--- src/rtl/spi_nor_seq_pkg.sv ---
package spi_nor_seq_pkg;

  typedef enum logic [2:0] {
    K_WAKE, K_RPD, K_WREN, K_ERASE, K_CHIP, K_PROG, K_POLL, K_SLEEP
  } xfer_kind_t;

  typedef enum logic [1:0] {S_IDLE, S_GAP, S_LOAD, S_SHIFT} seq_state_t;

  localparam logic [1:0] GR_CHIP = 2'b11;

  // Opcode for the selected erase granularity.
  function automatic logic [7:0] erase_opcode(logic [1:0] g);
    case (g)
      2'b00:   return 8'h20;
      2'b01:   return 8'h52;
      2'b10:   return 8'hD8;
      default: return 8'hC7;
    endcase
  endfunction

  // log2 of the erase block size in bytes.
  function automatic int unsigned gran_shift(logic [1:0] g);
    case (g)
      2'b00:   return 12;
      2'b01:   return 15;
      default: return 16;
    endcase
  endfunction

  function automatic logic [25:0] align_down(logic [25:0] a, int unsigned sh);
    return (a >> sh) << sh;
  endfunction

  function automatic logic [25:0] align_up(logic [25:0] a, int unsigned sh);
    logic [25:0] m;
    m = (26'd1 << sh) - 26'd1;
    return (a + m) & ~m;
  endfunction

  // Bytes for one program burst: never past the end of the page.
  function automatic logic [8:0] burst_len(logic [23:0] a, logic [31:0] r);
    logic [8:0] room;
    room = 9'd256 - {1'b0, a[7:0]};
    return (r < {23'd0, room}) ? r[8:0] : room;
  endfunction

endpackage

--- src/rtl/spi_byte_shifter.sv ---
module spi_byte_shifter #(
  parameter int CLK_HALF = 2
) (
  input  logic       clk,
  input  logic       rst_n,
  input  logic       go,
  input  logic [7:0] tx,
  input  logic       miso,
  output logic       sck,
  output logic       mosi,
  output logic [7:0] rx,
  output logic       fin
);
  localparam int DW = (CLK_HALF > 1) ? $clog2(CLK_HALF) : 1;

  logic          active;
  logic [2:0]    bitn;
  logic [DW-1:0] div;
  logic [7:0]    sh;

  assign mosi = sh[7];

  always_ff @(posedge clk or negedge rst_n) begin
    if (!rst_n) begin
      active <= 1'b0;
      bitn   <= '0;
      div    <= '0;
      sh     <= '0;
      rx     <= '0;
      sck    <= 1'b0;
      fin    <= 1'b0;
    end else begin
      fin <= 1'b0;
      if (go && !active) begin
        active <= 1'b1;
        sh     <= tx;
        bitn   <= '0;
        div    <= '0;
      end else if (active) begin
        if (div == DW'(CLK_HALF - 1)) begin
          div <= '0;
          if (!sck) begin
            sck <= 1'b1;
            rx  <= {rx[6:0], miso};
          end else begin
            sck <= 1'b0;
            if (bitn == 3'd7) begin
              active <= 1'b0;
              fin    <= 1'b1;
            end else begin
              bitn <= bitn + 3'd1;
              sh   <= {sh[6:0], 1'b0};
            end
          end
        end else begin
          div <= div + DW'(1);
        end
      end
    end
  end

  a_r10_mosi_steady_high: assert property (@(posedge clk) disable iff (!rst_n)
    (sck && $past(sck)) |-> $stable(mosi));

  a_r10_sck_only_active: assert property (@(posedge clk) disable iff (!rst_n)
    $rose(sck) |-> $past(active));

endmodule

--- src/rtl/poll_streak_tracker.sv ---
module poll_streak_tracker #(
  parameter int         RUN       = 3,
  parameter int         CNT_W     = 16,
  parameter logic [7:0] BUSY_MASK = 8'h01
) (
  input  logic             clk,
  input  logic             rst_n,
  input  logic             clr,
  input  logic             sample,
  input  logic [7:0]       status,
  input  logic [CNT_W-1:0] limit,
  output logic             finish,
  output logic             expire
);
  localparam int SW = $clog2(RUN + 1);

  logic [SW-1:0]    streak;
  logic [CNT_W-1:0] polls;
  logic             busy_bit;

  assign busy_bit = |(status & BUSY_MASK);
  assign finish   = sample && !busy_bit && (streak == SW'(RUN - 1));
  assign expire   = sample && !finish &&
                    (({1'b0, polls} + {{CNT_W{1'b0}}, 1'b1}) >= {1'b0, limit});

  always_ff @(posedge clk or negedge rst_n) begin
    if (!rst_n) begin
      streak <= '0;
      polls  <= '0;
    end else if (clr) begin
      streak <= '0;
      polls  <= '0;
    end else if (sample) begin
      polls  <= polls + CNT_W'(1);
      streak <= busy_bit ? '0 : streak + SW'(1);
    end
  end

  a_r8_run_bounded: assert property (@(posedge clk) disable iff (!rst_n)
    sample |-> (streak < SW'(RUN)));

endmodule

--- src/rtl/spi_nor_prog_seq.sv ---
module spi_nor_prog_seq import spi_nor_seq_pkg::*; #(
  parameter int CLK_HALF  = 2,
  parameter int LEN_W     = 24,
  parameter int GAP_W     = 16,
  parameter int CNT_W     = 16,
  parameter int READY_RUN = 3
) (
  input  logic             clk,
  input  logic             rst_n,
  input  logic             start,
  input  logic [23:0]      offset,
  input  logic [LEN_W-1:0] length,
  input  logic [1:0]       gran,
  input  logic [GAP_W-1:0] poll_gap,
  input  logic [CNT_W-1:0] poll_limit,
  input  logic [7:0]       in_data,
  input  logic             in_valid,
  output logic             in_ready,
  output logic             sck,
  output logic             mosi,
  input  logic             miso,
  output logic             cs_n,
  output logic             done,
  output logic             err
);
  localparam int GAP_MIN = 4 * CLK_HALF;
  localparam int GC_W    = GAP_W + $clog2(GAP_MIN + 1) + 1;

  seq_state_t       state;
  xfer_kind_t       kind, pend;
  logic [8:0]       idx, last_idx, burst;
  logic [GC_W-1:0]  gap_cnt, gap_len;
  logic [25:0]      eaddr, ehi, blk;
  logic [23:0]      paddr;
  logic [LEN_W-1:0] rem;
  logic [1:0]       gran_r;
  logic [GAP_W-1:0] pgap_r;
  logic [CNT_W-1:0] plim_r;
  logic [7:0]       cmd_byte, eng_tx, eng_rx;
  logic             need_data, eng_go, eng_fin;
  logic             frame_end, op_end, poll_sample, pt_finish, pt_expire;
  logic             cs_q, done_q, err_q, erase_more;

  assign cs_n = cs_q;
  assign done = done_q;
  assign err  = err_q;

  always_comb begin
    blk        = 26'd1 << gran_shift(gran_r);
    burst      = burst_len(paddr, 32'(rem));
    erase_more = (eaddr + blk) < ehi;
    last_idx   = 9'd0;
    case (kind)
      K_WAKE:  last_idx = 9'd7;
      K_ERASE: last_idx = 9'd3;
      K_PROG:  last_idx = 9'd3 + burst;
      K_POLL:  last_idx = 9'd1;
      default: last_idx = 9'd0;
    endcase
    cmd_byte = 8'h00;
    case (kind)
      K_WAKE:  cmd_byte = 8'hFF;
      K_RPD:   cmd_byte = 8'hAB;
      K_WREN:  cmd_byte = 8'h06;
      K_CHIP:  cmd_byte = 8'hC7;
      K_SLEEP: cmd_byte = 8'hB9;
      K_POLL:  cmd_byte = (idx == 9'd0) ? 8'h05 : 8'h00;
      K_ERASE, K_PROG: begin
        case (idx)
          9'd0:    cmd_byte = (kind == K_PROG) ? 8'h02 : erase_opcode(gran_r);
          9'd1:    cmd_byte = (kind == K_PROG) ? paddr[23:16] : eaddr[23:16];
          9'd2:    cmd_byte = (kind == K_PROG) ? paddr[15:8]  : eaddr[15:8];
          default: cmd_byte = (kind == K_PROG) ? paddr[7:0]   : eaddr[7:0];
        endcase
      end
      default: cmd_byte = 8'h00;
    endcase
  end

  assign need_data   = (kind == K_PROG) && (idx >= 9'd4);
  assign in_ready    = (state == S_LOAD) && need_data;
  assign eng_go      = (state == S_LOAD) && (!need_data || in_valid);
  assign eng_tx      = need_data ? in_data : cmd_byte;
  assign frame_end   = (state == S_SHIFT) && eng_fin && (idx == last_idx);
  assign op_end      = frame_end && ((kind == K_ERASE) || (kind == K_CHIP) || (kind == K_PROG));
  assign poll_sample = frame_end && (kind == K_POLL);

  spi_byte_shifter #(.CLK_HALF(CLK_HALF)) u_shift (
    .clk(clk), .rst_n(rst_n), .go(eng_go), .tx(eng_tx), .miso(miso),
    .sck(sck), .mosi(mosi), .rx(eng_rx), .fin(eng_fin)
  );

  poll_streak_tracker #(.RUN(READY_RUN), .CNT_W(CNT_W)) u_poll (
    .clk(clk), .rst_n(rst_n), .clr(op_end), .sample(poll_sample),
    .status(eng_rx), .limit(plim_r), .finish(pt_finish), .expire(pt_expire)
  );

  always_ff @(posedge clk or negedge rst_n) begin
    if (!rst_n) begin
      state   <= S_IDLE;
      kind    <= K_WAKE;
      pend    <= K_WAKE;
      idx     <= '0;
      gap_cnt <= '0;
      gap_len <= '0;
      eaddr   <= '0;
      ehi     <= '0;
      paddr   <= '0;
      rem     <= '0;
      gran_r  <= '0;
      pgap_r  <= '0;
      plim_r  <= '0;
      cs_q    <= 1'b1;
      done_q  <= 1'b0;
      err_q   <= 1'b0;
    end else begin
      done_q <= 1'b0;
      case (state)
        S_IDLE: if (start) begin
          eaddr   <= align_down({2'b00, offset}, gran_shift(gran));
          ehi     <= align_up(26'(offset) + 26'(length), gran_shift(gran));
          paddr   <= offset;
          rem     <= length;
          gran_r  <= gran;
          pgap_r  <= poll_gap;
          plim_r  <= poll_limit;
          err_q   <= 1'b0;
          kind    <= K_WAKE;
          gap_cnt <= '0;
          gap_len <= GC_W'(GAP_MIN);
          state   <= S_GAP;
        end
        S_GAP: begin
          if (gap_cnt == gap_len) begin
            cs_q  <= 1'b0;
            idx   <= '0;
            state <= S_LOAD;
          end else begin
            gap_cnt <= gap_cnt + GC_W'(1);
          end
        end
        S_LOAD: if (eng_go) state <= S_SHIFT;
        S_SHIFT: if (eng_fin) begin
          if (idx != last_idx) begin
            idx   <= idx + 9'd1;
            state <= S_LOAD;
          end else begin
            cs_q    <= 1'b1;
            gap_cnt <= '0;
            gap_len <= GC_W'(GAP_MIN);
            state   <= S_GAP;
            case (kind)
              K_WAKE: kind <= K_RPD;
              K_RPD: begin
                if (gran_r == GR_CHIP) begin
                  kind <= K_WREN; pend <= K_CHIP;
                end else if (eaddr < ehi) begin
                  kind <= K_WREN; pend <= K_ERASE;
                end else if (rem != '0) begin
                  kind <= K_WREN; pend <= K_PROG;
                end else begin
                  kind <= K_SLEEP;
                end
              end
              K_WREN: kind <= pend;
              K_ERASE, K_CHIP, K_PROG: kind <= K_POLL;
              K_POLL: begin
                if (pt_finish) begin
                  if (pend == K_ERASE) begin
                    eaddr <= eaddr + blk;
                    if (erase_more) begin
                      kind <= K_WREN; pend <= K_ERASE;
                    end else if (rem != '0) begin
                      kind <= K_WREN; pend <= K_PROG;
                    end else begin
                      kind <= K_SLEEP;
                    end
                  end else if (pend == K_CHIP) begin
                    if (rem != '0) begin
                      kind <= K_WREN; pend <= K_PROG;
                    end else begin
                      kind <= K_SLEEP;
                    end
                  end else begin
                    paddr <= paddr + 24'(burst);
                    rem   <= rem - LEN_W'(burst);
                    if (rem != LEN_W'(burst)) begin
                      kind <= K_WREN; pend <= K_PROG;
                    end else begin
                      kind <= K_SLEEP;
                    end
                  end
                end else if (pt_expire) begin
                  err_q <= 1'b1;
                  kind  <= K_SLEEP;
                end else begin
                  gap_len <= GC_W'(GAP_MIN) + GC_W'(pgap_r);
                end
              end
              K_SLEEP: begin
                done_q <= 1'b1;
                state  <= S_IDLE;
              end
              default: kind <= K_SLEEP;
            endcase
          end
        end
        default: state <= S_IDLE;
      endcase
    end
  end

  a_r10_sck_low_deselected: assert property (@(posedge clk) disable iff (!rst_n)
    cs_n |-> !sck);

  a_r11_cs_high_holds: assert property (@(posedge clk) disable iff (!rst_n)
    $rose(cs_n) |=> cs_n);

  a_r9_done_single: assert property (@(posedge clk) disable iff (!rst_n)
    done |=> !done);

  a_r7_data_inside_frame: assert property (@(posedge clk) disable iff (!rst_n)
    in_ready |-> !cs_n);

  a_r12_no_data_after_err: assert property (@(posedge clk) disable iff (!rst_n)
    err |-> !in_ready);

endmodule

--- config.mk ---
export PLATFORM = sky130hd
export DESIGN_NAME = spi_nor_prog_seq
export DESIGN_NICKNAME = d
export VERILOG_FILES = /design/src/rtl/spi_nor_seq_pkg.sv /design/src/rtl/spi_byte_shifter.sv /design/src/rtl/poll_streak_tracker.sv /design/src/rtl/spi_nor_prog_seq.sv
export SDC_FILE = /design/constraint.sdc
export NUM_CORES = 1
export LEC_CHECK = 0
export ABC_AREA = 0
export BUFFER_PORTS_ARGS = -buffer_cell sky130_fd_sc_hd__buf_4
export CAP_MARGIN = 30
export CORE_ASPECT_RATIO = 0.6
export CORE_UTILIZATION = 47
export CTS_CLUSTER_SIZE = 24
export DETAILED_ROUTE_END_ITERATION = 10
export PLACE_DENSITY_LB_ADDON = 0.12
export SLEW_MARGIN = 30
export SYNTH_ARGS = -nofsm -noshare
export SYNTH_HDL_FRONTEND = slang
export SYNTH_SLANG_ARGS = --single-unit
--- constraint.sdc ---
create_clock -name clk -period 7.5 [get_ports clk]
set_input_delay 0.375 -clock clk [delete_from_list [all_inputs] [get_ports clk]]
set_output_delay 0.375 -clock clk [all_outputs]
set_load 0.02 [all_outputs]
==> out/metrics.yaml, run 1 <==
pwr:
  power_frac_seq_pct: 42.4
  vdd_drop_max_mv: 0.168
  p_comb_share_pct: 9.0
  intPower_mw: 2.16
  p_leak_nw: 9.39
  swShare_pct: 24.9
  cellPowerDensity_nw_per_um2: 142
  switchingPower_uw: 716
  clkPwrFrac_pct: 48.6
clock_tree:
  cts_buffers: 26
  cts_sinks: 226
  clkTransAtPathRegs_ns: 0.07
  post-cts-setup-buffer-count: 0
  htreeDepth: 1
  ctsRootBufferMaster: "clkbuf_16"
  cts_tree: "done"
  clkLatencyLatePin_ns: 0.56
  cts_buffer_depth: 3
global_route:
  grt_util_met2_pct: 38.7
  grt_pass1_vias: 15200
  grt_use_met1_pct: 45.8
  antenna_found_initial: 2
  grt_max_degree: 155
  grt_pass1_wl_um: 89200
  grt-busiest-layer: "met1"
  globalRoute.totalOverflow: 0
  grt_use_met3_pct: 9.25
  gr-usage-all-layers_pct: 29.5
drt:
  wl_um: 57200
  post-route-drc-count: 0
  firstDrtPassIters: 5
  vias_per_cell: 6.02
  drtIter0Drc: 1732
  num_vias: 16400
  wire_per_inst_um: 21.1
  drtAntennaViolNets: 0
yosys:
  ys_ff_latch: 226
  synth_area_um2: 17900
  synth_flop_cell: "dfrtp_1"
  yosysTopAreaCell: "dfrtp_1"
  yosysTopAreaCellShare_pct: 31.4
  yosys.cell_types.count: 91
  ys_top_cells_by_area: "dfrtp_1 31%, ha_1 12%, nand2_1 4.4%, a21oi_1 4.1%, inv_1 3.4%"
  synth_edf_count: 0
  yosys_warnings: 0
  synth_area_per_cell_um2: 8.45
  synthTopCellsByCount: "225 x dfrtp_1, 208 x nand2_1, 174 x ha_1, 164 x inv_1, 146 x a21oi_1"
  yosysMostFrequentCell: "dfrtp_1"
  async_reset_ff_share_pct: 100
  synthCells: 2122
  ys_seq_area_share_pct: 31.5
sta:
  hold_ws_ns: 0.0456
  skew_ns: 0.0179
  post-route-worst-setup-slack_ns: 0.485
  setup_viol_count_final: 0
  fmax_mhz: 143
  report.final.slew_viol_count: 0
  tightest_slew_ns: 1.01
  fin_crit_sh_pct: 93.5
  max_slew_margin_pct: 31.9
  hold_viol: 0
  fin_crit_ns: 7.01
critical_path:
  cp.arrival_ns: 7.45
  worstPathRequired_ns: 7.94
  timing.rr.start: "paddr[3]$_DFFE_PN0P_"
  path_class: "reg -> reg"
  reg2reg_depth: 20
  r2r_slack_ns: 0.49
  start_kind: "flop"
  end_kind: "flop"
  path_max_fanout: 33
  r2r-end: "rem[7]$_DFFE_PN0P_"
worst_hold_path:
  min-delay-start: "poll_limit[15]"
  whs_endpoint: "plim_r[15]$_DFFE_PN0P_"
  min_path_type: "in -> reg"
  whs_path_depth: 2
placed_design:
  dpl.hpwl_um: 43800
  place_area_um2: 19300
  post-place-ws_ns: 0.457
  io_buffers: 100
  gp_congestion: 0.938
  placed_cells: 2665
floorplanning:
  coreArea_um2: 37000
  die-area_um2: 39000
  num_rows: 54
  io-pin-count: 101
  initial_core_util_pct: 48.5
  die_w_um: 254
  die-height_um: 153
layout:
  final_core_util_pct: 54.9
  drive_above_1_share_pct: 11.5
  fin_area_um2: 20300
  nets: 2466
  stdcell_count: 2716
  syn_to_final_growth_pct: 13.1
outcome:
  status: "finished, final reports clean"
job:
  maxCapViolCount: 0
critical path, cell delays in order (launching register included):
cell and delay (ns):
dfrtp_1 0.53, or3_1 0.50, nor4_1 0.26, xor2_1 0.28, ha_1 0.29, a21o_1 0.21, a2111oi_4 0.55, o211ai_1 0.24
a21boi_1 0.25, ha_1 0.28, or4_1 0.51, a21o_1 0.18, and2_1 0.15, nor4_1 0.22, o311ai_1 0.15, xor2_1 0.22
nand4_1 0.45, or4b_4 0.73, a21oi_2 0.15, buf_4 0.36, mux2_1 0.35
power groups by stage:
stage               clock network [mW]  registers (mW)  logic (mW)
finish                            1.40            1.22       0.259
global route                      1.47            1.22       0.289
floorplan                            0            1.24       0.131
detailed placement                   0            1.24       0.254
CTS                               1.42            1.22       0.257
global placement                     0            1.24       0.250
through the flow:
step	power, mW	setup TNS, ns
final	2.88	0
after global placement	1.49	0
after CTS	2.90	0
after detailed placement	1.50	0
after floorplan	1.37	0
after global routing	2.98	-0.000870
kinds of logic (layout without fill, tap and decap cells):
logic type	after synthesis	in the layout	share of synthesized area [%]
and+or+nand+nor	641	641	17.5
AOI/OAI and AO/OA	613	613	22.3
buffers and inverters	271	348	5.78
DFF	226	226	31.5
adders and majority gates	182	182	12.9
xor gates and xnor gates	120	120	5.86
muxes	67	67	4.01
other	2	15	0.0419
routing by layer:
| layer | part of all wire, % | wire length, um |
|---|---|---|
| met5 | 0 | 0 |
| met4 | 2.2 | 1270 |
| met3 | 11 | 6260 |
| met2 | 39 | 22100 |
| met1 | 48 | 27600 |
registers in the layout, indices dropped and copies added, names as in the netlist, 9 cells and up:
| signal | cells |
|---|---|
| ehi | 26 |
| pgap_r | 16 |
| rem | 24 |
| u_poll.polls | 16 |
| eaddr | 26 |
| paddr | 24 |
| idx | 9 |
| gap_cnt | 21 |
| plim_r | 16 |
| gap_len | 17 |
area by class of cell:
class / count / area, um2
Antenna cell: 1 / 2.50
Clock buffer: 33 / 738
Clock inverter: 15 / 190
Fill cell: 3433 / 16700
Inverter: 166 / 623
Multi-Input combinational cell: 1637 / 11300
Sequential cell: 226 / 5660
Tap cell: 504 / 631
Timing Repair Buffer: 134 / 1090
cells in the final DEF (no fill, tap or decap), types with 12 or more instances in the layout:
cell | synthesis | final
conb_1 | 2 | 14
o21a_1 | 13 | 13
o21bai_1 | 17 | 17
a31oi_1 | 22 | 22
xor2_1 | 53 | 53
nand3_1 | 63 | 63
nor3_1 | 42 | 41
clkbuf_16 | 0 | 27
o211a_1 | 14 | 14
mux2i_1 | 28 | 28
buf_4 | 2 | 128
nor4_1 | 20 | 20
or3_1 | 15 | 15
and3_1 | 44 | 44
nand4_1 | 25 | 25
inv_1 | 164 | 164
mux2_2 | 38 | 38
o21ai_1 | 52 | 51
o211ai_1 | 27 | 27
dfrtp_1 | 225 | 225
a211oi_1 | 12 | 12
and2_1 | 14 | 14
nand2b_1 | 22 | 22
o21ai_0 | 116 | 115
xnor2_1 | 67 | 67
ha_1 | 174 | 173
a21oi_1 | 146 | 146
nor2_1 | 128 | 128
o31ai_1 | 22 | 22
a21o_1 | 33 | 33
o22ai_1 | 18 | 18
nand2_1 | 208 | 207
nor2b_1 | 13 | 13
how the worst max path moves through the flow:
stage | startpoint | to
detailed placement | paddr[0]$_DFFE_PN0P_ | rem[7]$_DFFE_PN0P_
CTS | paddr[0]$_DFFE_PN0P_ | rem[7]$_DFFE_PN0P_
finish | paddr[3]$_DFFE_PN0P_ | rem[7]$_DFFE_PN0P_
floorplan | paddr[4]$_DFFE_PN0P_ | rem[5]$_DFFE_PN0P_
global placement | paddr[0]$_DFFE_PN0P_ | rem[7]$_DFFE_PN0P_
global route | paddr[3]$_DFFE_PN0P_ | gap_cnt[17]$_DFFE_PN0P_
timing repair:
action,4_1_cts,5_1_grt
setup endpoints to repair,0,18
gates resized for setup,0,2
hold buffers,1,0
hold endpoints to repair,71,0
Power figures use the tool's default switching activity.
==> run 2: changes to the inputs <==
Settings changed: CORE_UTILIZATION 47 to 50.
Clock period 7.5 ns to 7.96 ns, I/O delays scaled along.
==> run 2 against run 1 <==
- sequential power down 6%
- clock skew up 0.011 ns
- via count grew 0.26%
- fmax shrank 5.2%
- hold slack improved by 0.019 ns
- count of clock-buffer cells in the layout shrank 1
- critical path type unchanged
- largest power group unchanged
==> out/metrics.yaml, run 2 (synthesis gave the netlist of run 1 again) <==
critical_path:
  end_kind: "flop"  # unchanged
  critPathMostFrequentCell: "ha_1"
  cp.arrival_ns: 7.82  # was 7.45 ns
  r2r-end: "rem[7]$_DFFE_PN0P_"  # unchanged
  endpoint: "rem[7]$_DFFE_PN0P_"  # unchanged
  path_cells: "inv_1, ha_1, nand3b_1, nor3_1, inv_1, ha_1, and3_1, o311ai_2, o21ai_1, a21boi_1, ha_1, or4_1, a21o_1, and2_1, o32ai_1, nor4_1, a2111oi_2, o2111ai_1, or4b_4, a21oi_2, buf_4, mux2_1"  # was or3_1, nor4_1, xor2_1, ha_1, a21o_1, a2111oi_4, o211ai_1, a21boi_1, ha_1, or4_1, a21o_1, and2_1, nor4_1, o311ai_1, xor2_1, nand4_1, or4b_4, a21oi_2, buf_4, mux2_1
  r2r_slack_ns: 0.56  # was 0.49 ns
  start_kind: "flop"  # unchanged
  reg2reg_depth: 22  # was 20
  path_max_fanout: 32  # was 33
  critPathMaxStageDelay_ns: 0.68  # was 0.73 ns
  path_class: "reg -> reg"  # unchanged
  worstPathRequired_ns: 8.38  # was 7.94 ns
  timing.rr.start: "paddr[0]$_DFFE_PN0P_"  # was paddr[3]$_DFFE_PN0P_
  startpoint: "paddr[0]$_DFFE_PN0P_"  # was paddr[3]$_DFFE_PN0P_
  cpMaxStageDelayCell: "or4b_4"  # unchanged
pwr:
  vdd_drop_max_mv: 0.159  # was 0.168 mV
  cellPowerDensity_nw_per_um2: 130  # was 142 nW/um2
  p_leak_nw: 9.27  # was 9.39 nW
  total_power_mw: 2.60  # was 2.88 mW
drt:
  post-route-drc-count: 0  # unchanged
  num_vias: 16400  # about the same
  wl_um: 56200  # was 57200 um
  wire_per_inst_um: 21.1  # about the same
  firstDrtPassIters: 10  # was 5
  vias_per_cell: 6.16  # was 6.02
  drtIter0Drc: 1729  # was 1732
  drtAntennaViolNets: 0  # unchanged
layout:
  syn_to_final_growth_pct: 11.4  # was 13.1%
  stdcell_count: 2662  # was 2716
  drive_above_1_share_pct: 10.8  # was 11.5%
  final_cell_mix: "225 x dfrtp_1, 207 x nand2_1, 173 x ha_1"  # unchanged
  n_antenna_cell: 0  # was 1
  reg_top3: "eaddr: 26 flops, ehi: 26 flops"  # unchanged
  seqCellArea_um2: 5660  # unchanged
  final_core_util_pct: 56.9  # was 54.9%
  multi_input_area_um2: 11300  # about the same
  nets: 2453  # was 2466
  fillers: 3203  # was 3433
  final_common_cell: "dfrtp_1"  # unchanged
placed_design:
  io_buffers: 100  # unchanged
  placed_cells: 2616  # was 2665
  gp_congestion: 0.962  # was 0.938
  dpl.hpwl_um: 42800  # was 43800 um
global_route:
  grt_use_met3_pct: 9.94  # was 9.25%
  grt_util_met2_pct: 39.7  # was 38.7%
  grt_pass1_vias: 15000  # was 15200
  globalRoute.totalOverflow: 0  # unchanged
  grt-busiest-layer: "met1"  # unchanged
  antenna_found_initial: 1  # was 2
  grt_use_met1_pct: 48.1  # was 45.8%
  grt_max_degree: 125  # was 155
  gr-usage-all-layers_pct: 30.6  # was 29.5%
  grt_pass1_wl_um: 87400  # was 89200 um
floorplanning:
  die_w_um: 246  # was 254 um
  num_rows: 53  # was 54
  die-height_um: 149  # was 153 um
  io-pin-count: 101  # unchanged
  coreArea_um2: 35100  # was 37000 um2
  initial_core_util_pct: 51.0  # was 48.5%
  die-area_um2: 36700  # was 39000 um2
clock_tree:
  cts_buffers: 25  # was 26
  cts_buffer_depth: 3  # unchanged
  cts_sinks: 226  # unchanged
  clkLatencyLatePin_ns: 0.56  # about the same
  htreeDepth: 1  # unchanged
  ctsRootBufferMaster: "clkbuf_16"  # unchanged
  clkTransAtPathRegs_ns: 0.06  # was 0.07 ns
  cts_tree: "done"  # unchanged
worst_hold_path:
  min_path_type: "in -> reg"  # unchanged
  min-delay-start: "poll_limit[9]"  # was poll_limit[15]
sta:
  finalSetupTns_ns: 0  # unchanged
  skew_ns: 0.0287  # was 0.0179 ns
  fin_crit_ns: 7.40  # was 7.01 ns
  fmax_mhz: 135  # was 143 MHz
  max_slew_margin_pct: 30.4  # was 31.9%
  hold_viol: 0  # unchanged
  tightest_slew_ns: 1.03  # was 1.01 ns
  grt_setup_unrepaired: "no"
  hold_ws_ns: 0.0647  # was 0.0456 ns
  fin_crit_sh_pct: 93.0  # was 93.5%
  report.final.slew_viol_count: 0  # unchanged
  setup_viol_count_final: 0  # unchanged
outcome:
  status: "finished, final reports clean"  # unchanged
job:
  maxCapViolCount: 0  # unchanged
## run 2: worst min path at each step
stage / to / slack [ns] / cells past startpoint
2_1_floorplan: done$_DFF_PN0_ / 0.10 / 0
3_3_place_gp: cs_n$_DFFE_PN1P_ / 0.46 / 2
3_5_place_dp: cs_n$_DFFE_PN1P_ / 0.46 / 2
4_1_cts: plim_r[9]$_DFFE_PN0P_ / 0.05 / 2
5_1_grt: plim_r[9]$_DFFE_PN0P_ / 0.05 / 2
6_report: plim_r[9]$_DFFE_PN0P_ / 0.06 / 2
## run 2: final cells by class
cell class | instances | area share (%)
tap | 467 | 2.92
sequential | 226 | 28.3
clock inverter | 12 | 0.726
multi-input combinational | 1637 | 56.8
inverter | 166 | 3.12
clock buffer | 32 | 3.36
timing repair buffer | 122 | 4.80
## run 2: timing repair
action,in CTS,in global routing
buffers inserted,0,1
endpoints found under the setup margin,0,8
hold endpoints to repair,102,0
hold buffers,1,0
resized for setup,0,0
## run 2: worst max-delay path, delay by kind of cell (launching register included)
kind | cells | cell delay [ns]
mux | 1 | 0.36
compound gates | 8 | 2.44
buf+inv | 3 | 0.64
flops | 1 | 0.58
simple gates | 7 | 2.18
fa+ha+maj | 3 | 1.04
## run 2: routing by layer
layer | vias to the layer above | routed length, um
li1 | 7789 | -
met1 | 7913 | 27400
met2 | 626 | 21600
met3 | 71 | 6070
met4 | 0 | 1140
met5 | - | 0
## run 2: power by group
group	switching, mW	total [mW]	internal (mW)
logic	0.137	0.238	0.101
clock network	0.518	1.21	0.693
registers	0.000270	1.15	1.15
## run 2: stage by stage
stage	instance area (um2)	worst slack, ns
floorplan	18000	1.05
global placement	19100	0.751
detailed placement	19100	0.529
CTS	20000	0.501
global route	20000	0.0647
finish	20000	0.558
==> run 3: changes to the inputs <==
Settings changed: CORE_MARGIN set to 2.
==> run 3 against run 2 <==
- sequential share of layout area is 0.16 points lower
- combinational power hardly changed
- cell count is 0.26% higher
- hold slack hardly changed
- non-clock buffer count is 4 higher
- clock power is 7% higher
- critical path type unchanged
- first-iteration DRC count is 1.9% higher
- sequential power hardly changed
- sequential cell count stayed put
- critical path depth stayed put
- global-route usage is 1.2 points lower
- cell area is 0.55% higher
==> out/metrics.yaml, run 3 (synthesis gave the netlist of run 1 again) <==
worst_hold_path:
  whs_path_depth: 2  # unchanged
  min-delay-start: "poll_limit[13]"  # was poll_limit[9]
  min_path_type: "in -> reg"  # unchanged
  whs_endpoint: "plim_r[13]$_DFFE_PN0P_"  # was plim_r[9]$_DFFE_PN0P_
sta:
  hold_viol: 0  # unchanged
  fmax_mhz: 133  # was 135 MHz
  setup_viol_count_final: 0  # unchanged
  report.final.slew_viol_count: 0  # unchanged
  fin_crit_sh_pct: 94.4  # was 93.0%
  skew_ns: 0.0263  # was 0.0287 ns
  tightest_slew_ns: 1.06  # was 1.03 ns
  finalSetupTns_ns: 0  # unchanged
  max_slew_margin_pct: 28.9  # was 30.4%
  fin_crit_ns: 7.52  # was 7.40 ns
  grt_setup_unrepaired: "no"  # unchanged
global_route:
  gr-usage-all-layers_pct: 29.5  # was 30.6%
  grt_use_met3_pct: 6.31  # was 9.94%
  grt_util_met2_pct: 39.7  # about the same
  globalRoute.totalOverflow: 0  # unchanged
  grt_pass1_wl_um: 87200  # was 87400 um
  grt_max_degree: 115  # was 125
  grt_use_met1_pct: 46.7  # was 48.1%
  grt-busiest-layer: "met1"  # unchanged
  antenna_found_initial: 1  # unchanged
  grt_pass1_vias: 15200  # was 15000
pwr:
  p_leak_nw: 9.31  # was 9.27 nW
  cellPowerDensity_nw_per_um2: 134  # was 130 nW/um2
  vdd_drop_max_mv: 0.174  # was 0.159 mV
critical_path:
  start_kind: "flop"  # unchanged
  r2r-end: "gap_cnt[18]$_DFFE_PN0P_"  # was rem[7]$_DFFE_PN0P_
  worstPathRequired_ns: 8.37  # was 8.38 ns
  path_class: "reg -> reg"  # unchanged
  r2r_slack_ns: 0.44  # was 0.56 ns
  path_max_fanout: 24  # was 32
  cp.arrival_ns: 7.93  # was 7.82 ns
  end_kind: "flop"  # unchanged
  reg2reg_depth: 22  # unchanged
  startpoint: "paddr[3]$_DFFE_PN0P_"  # was paddr[0]$_DFFE_PN0P_
  timing.rr.start: "paddr[3]$_DFFE_PN0P_"  # was paddr[0]$_DFFE_PN0P_
placed_design:
  io_buffers: 100  # unchanged
  gp_congestion: 0.935  # was 0.962
  placed_cells: 2620  # was 2616
  dpl.hpwl_um: 42500  # was 42800 um
layout:
  final_cell_mix: "225 x dfrtp_1, 207 x nand2_1, 173 x ha_1"  # unchanged
  nets: 2457  # was 2453
  final_common_cell: "dfrtp_1"  # unchanged
  drive_above_1_share_pct: 11.1  # was 10.8%
  reg_top3: "eaddr: 26 flops, ehi: 26 flops"  # unchanged
  stdcell_count: 2669  # was 2662
  syn_to_final_growth_pct: 12.0  # was 11.4%
drt:
  wire_per_inst_um: 20.9  # was 21.1 um
  post-route-drc-count: 0  # unchanged
  drtAntennaViolNets: 0  # unchanged
  firstDrtPassIters: 7  # was 10
  num_vias: 16400  # about the same
  wl_um: 55800  # was 56200 um
  vias_per_cell: 6.13  # was 6.16
  drtIter0Drc: 1761  # was 1729
floorplanning:
  die-area_um2: 37400  # was 36700 um2
  initial_core_util_pct: 51.0  # unchanged
  die_w_um: 248  # was 246 um
  die-height_um: 151  # was 149 um
  io-pin-count: 101  # unchanged
  num_rows: 53  # unchanged
  coreArea_um2: 35100  # unchanged
job:
  maxCapViolCount: 0  # unchanged
clock_tree:
  cts_buffer_depth: 3  # unchanged
  cts_sinks: 226  # unchanged
  clkTransAtPathRegs_ns: 0.07  # was 0.06 ns
  htreeDepth: 1  # unchanged
  cts_buffers: 25  # unchanged
  ctsRootBufferMaster: "clkbuf_16"  # unchanged
  clkLatencyLatePin_ns: 0.56  # about the same
  cts_tree: "done"  # unchanged
outcome:
  status: "finished, final reports clean"  # unchanged
## run 3: how the worst max path moves through the flow
stage	endpoint	slack [ns]	cells after the start
2_1_floorplan	rem[5]$_DFFE_PN0P_	1.05	27
3_3_place_gp	gap_cnt[15]$_DFFE_PN0P_	0.73	22
3_5_place_dp	gap_cnt[18]$_DFFE_PN0P_	0.50	22
4_1_cts	gap_cnt[18]$_DFFE_PN0P_	0.51	22
5_1_grt	gap_cnt[18]$_DFFE_PN0P_	0.007	22
6_report	gap_cnt[18]$_DFFE_PN0P_	0.44	22
## run 3: stage by stage
stage	hold slack (ns)	setup slack (ns)	util [%]	power, mW	cell area, um2
finish	0.0647	0.444	57.2	2.69	20100
global route	0.0473	0.00677	57.2	2.78	20100
CTS	0.0460	0.506	57.0	2.70	20000
detailed placement	0.461	0.496	54.5	1.41	19200
global placement	0.463	0.734	54.4	1.40	19100
floorplan	0.102	1.05	-	1.29	18000
## run 3: cell type report
class	instances	area [um2]
Fill cell	3176	15100
Timing Repair Buffer	126	996
Clock buffer	30	654
Multi-Input combinational cell	1637	11300
Sequential cell	226	5660
Antenna cell	1	2.50
Clock inverter	16	228
Inverter	166	623
Tap cell	467	584
## run 3: power breakdown
part / switching (mW) / internal (mW) / leakage [nW] / total [mW]
logic: 0.139 / 0.102 / 5.89 / 0.241
clock network: 0.543 / 0.755 / 0.424 / 1.30
registers: 0.000299 / 1.15 / 3.00 / 1.15
## run 3: repair_timing
| action | in CTS | in global routing |
|---|---|---|
| endpoints found under the hold margin | 51 | 0 |
| gates resized for setup | 0 | 1 |
| hold buffers | 1 | 0 |
| setup endpoints to repair | 0 | 10 |
| setup buffers | 0 | 0 |
## run 3: layer usage
metal	vias to the layer above	routed length (um)
li1	7785	-
met2	620	21500
met3	70	5460
met4	2	1240
met5	-	76
met1	7892	27600
## run 3: worst max-delay path, stage by stage, from the launching register on
cell and delay [ns]:
dfrtp_1 0.53, or3_1 0.49, nor4_1 0.27, xor2_1 0.42, ha_1 0.33, a21o_1 0.21
a2111oi_4 0.57, o211ai_1 0.24, a21boi_1 0.24, ha_1 0.25, buf_4 0.17, or4_1 0.52
a21o_1 0.18, a211oi_1 0.20, o32ai_1 0.15, and3_1 0.22, a2111oi_2 0.33, o2111ai_2 0.32
nor3_4 0.45, o211ai_1 0.13, buf_4 0.24, or2_1 0.50, o41ai_1 0.40
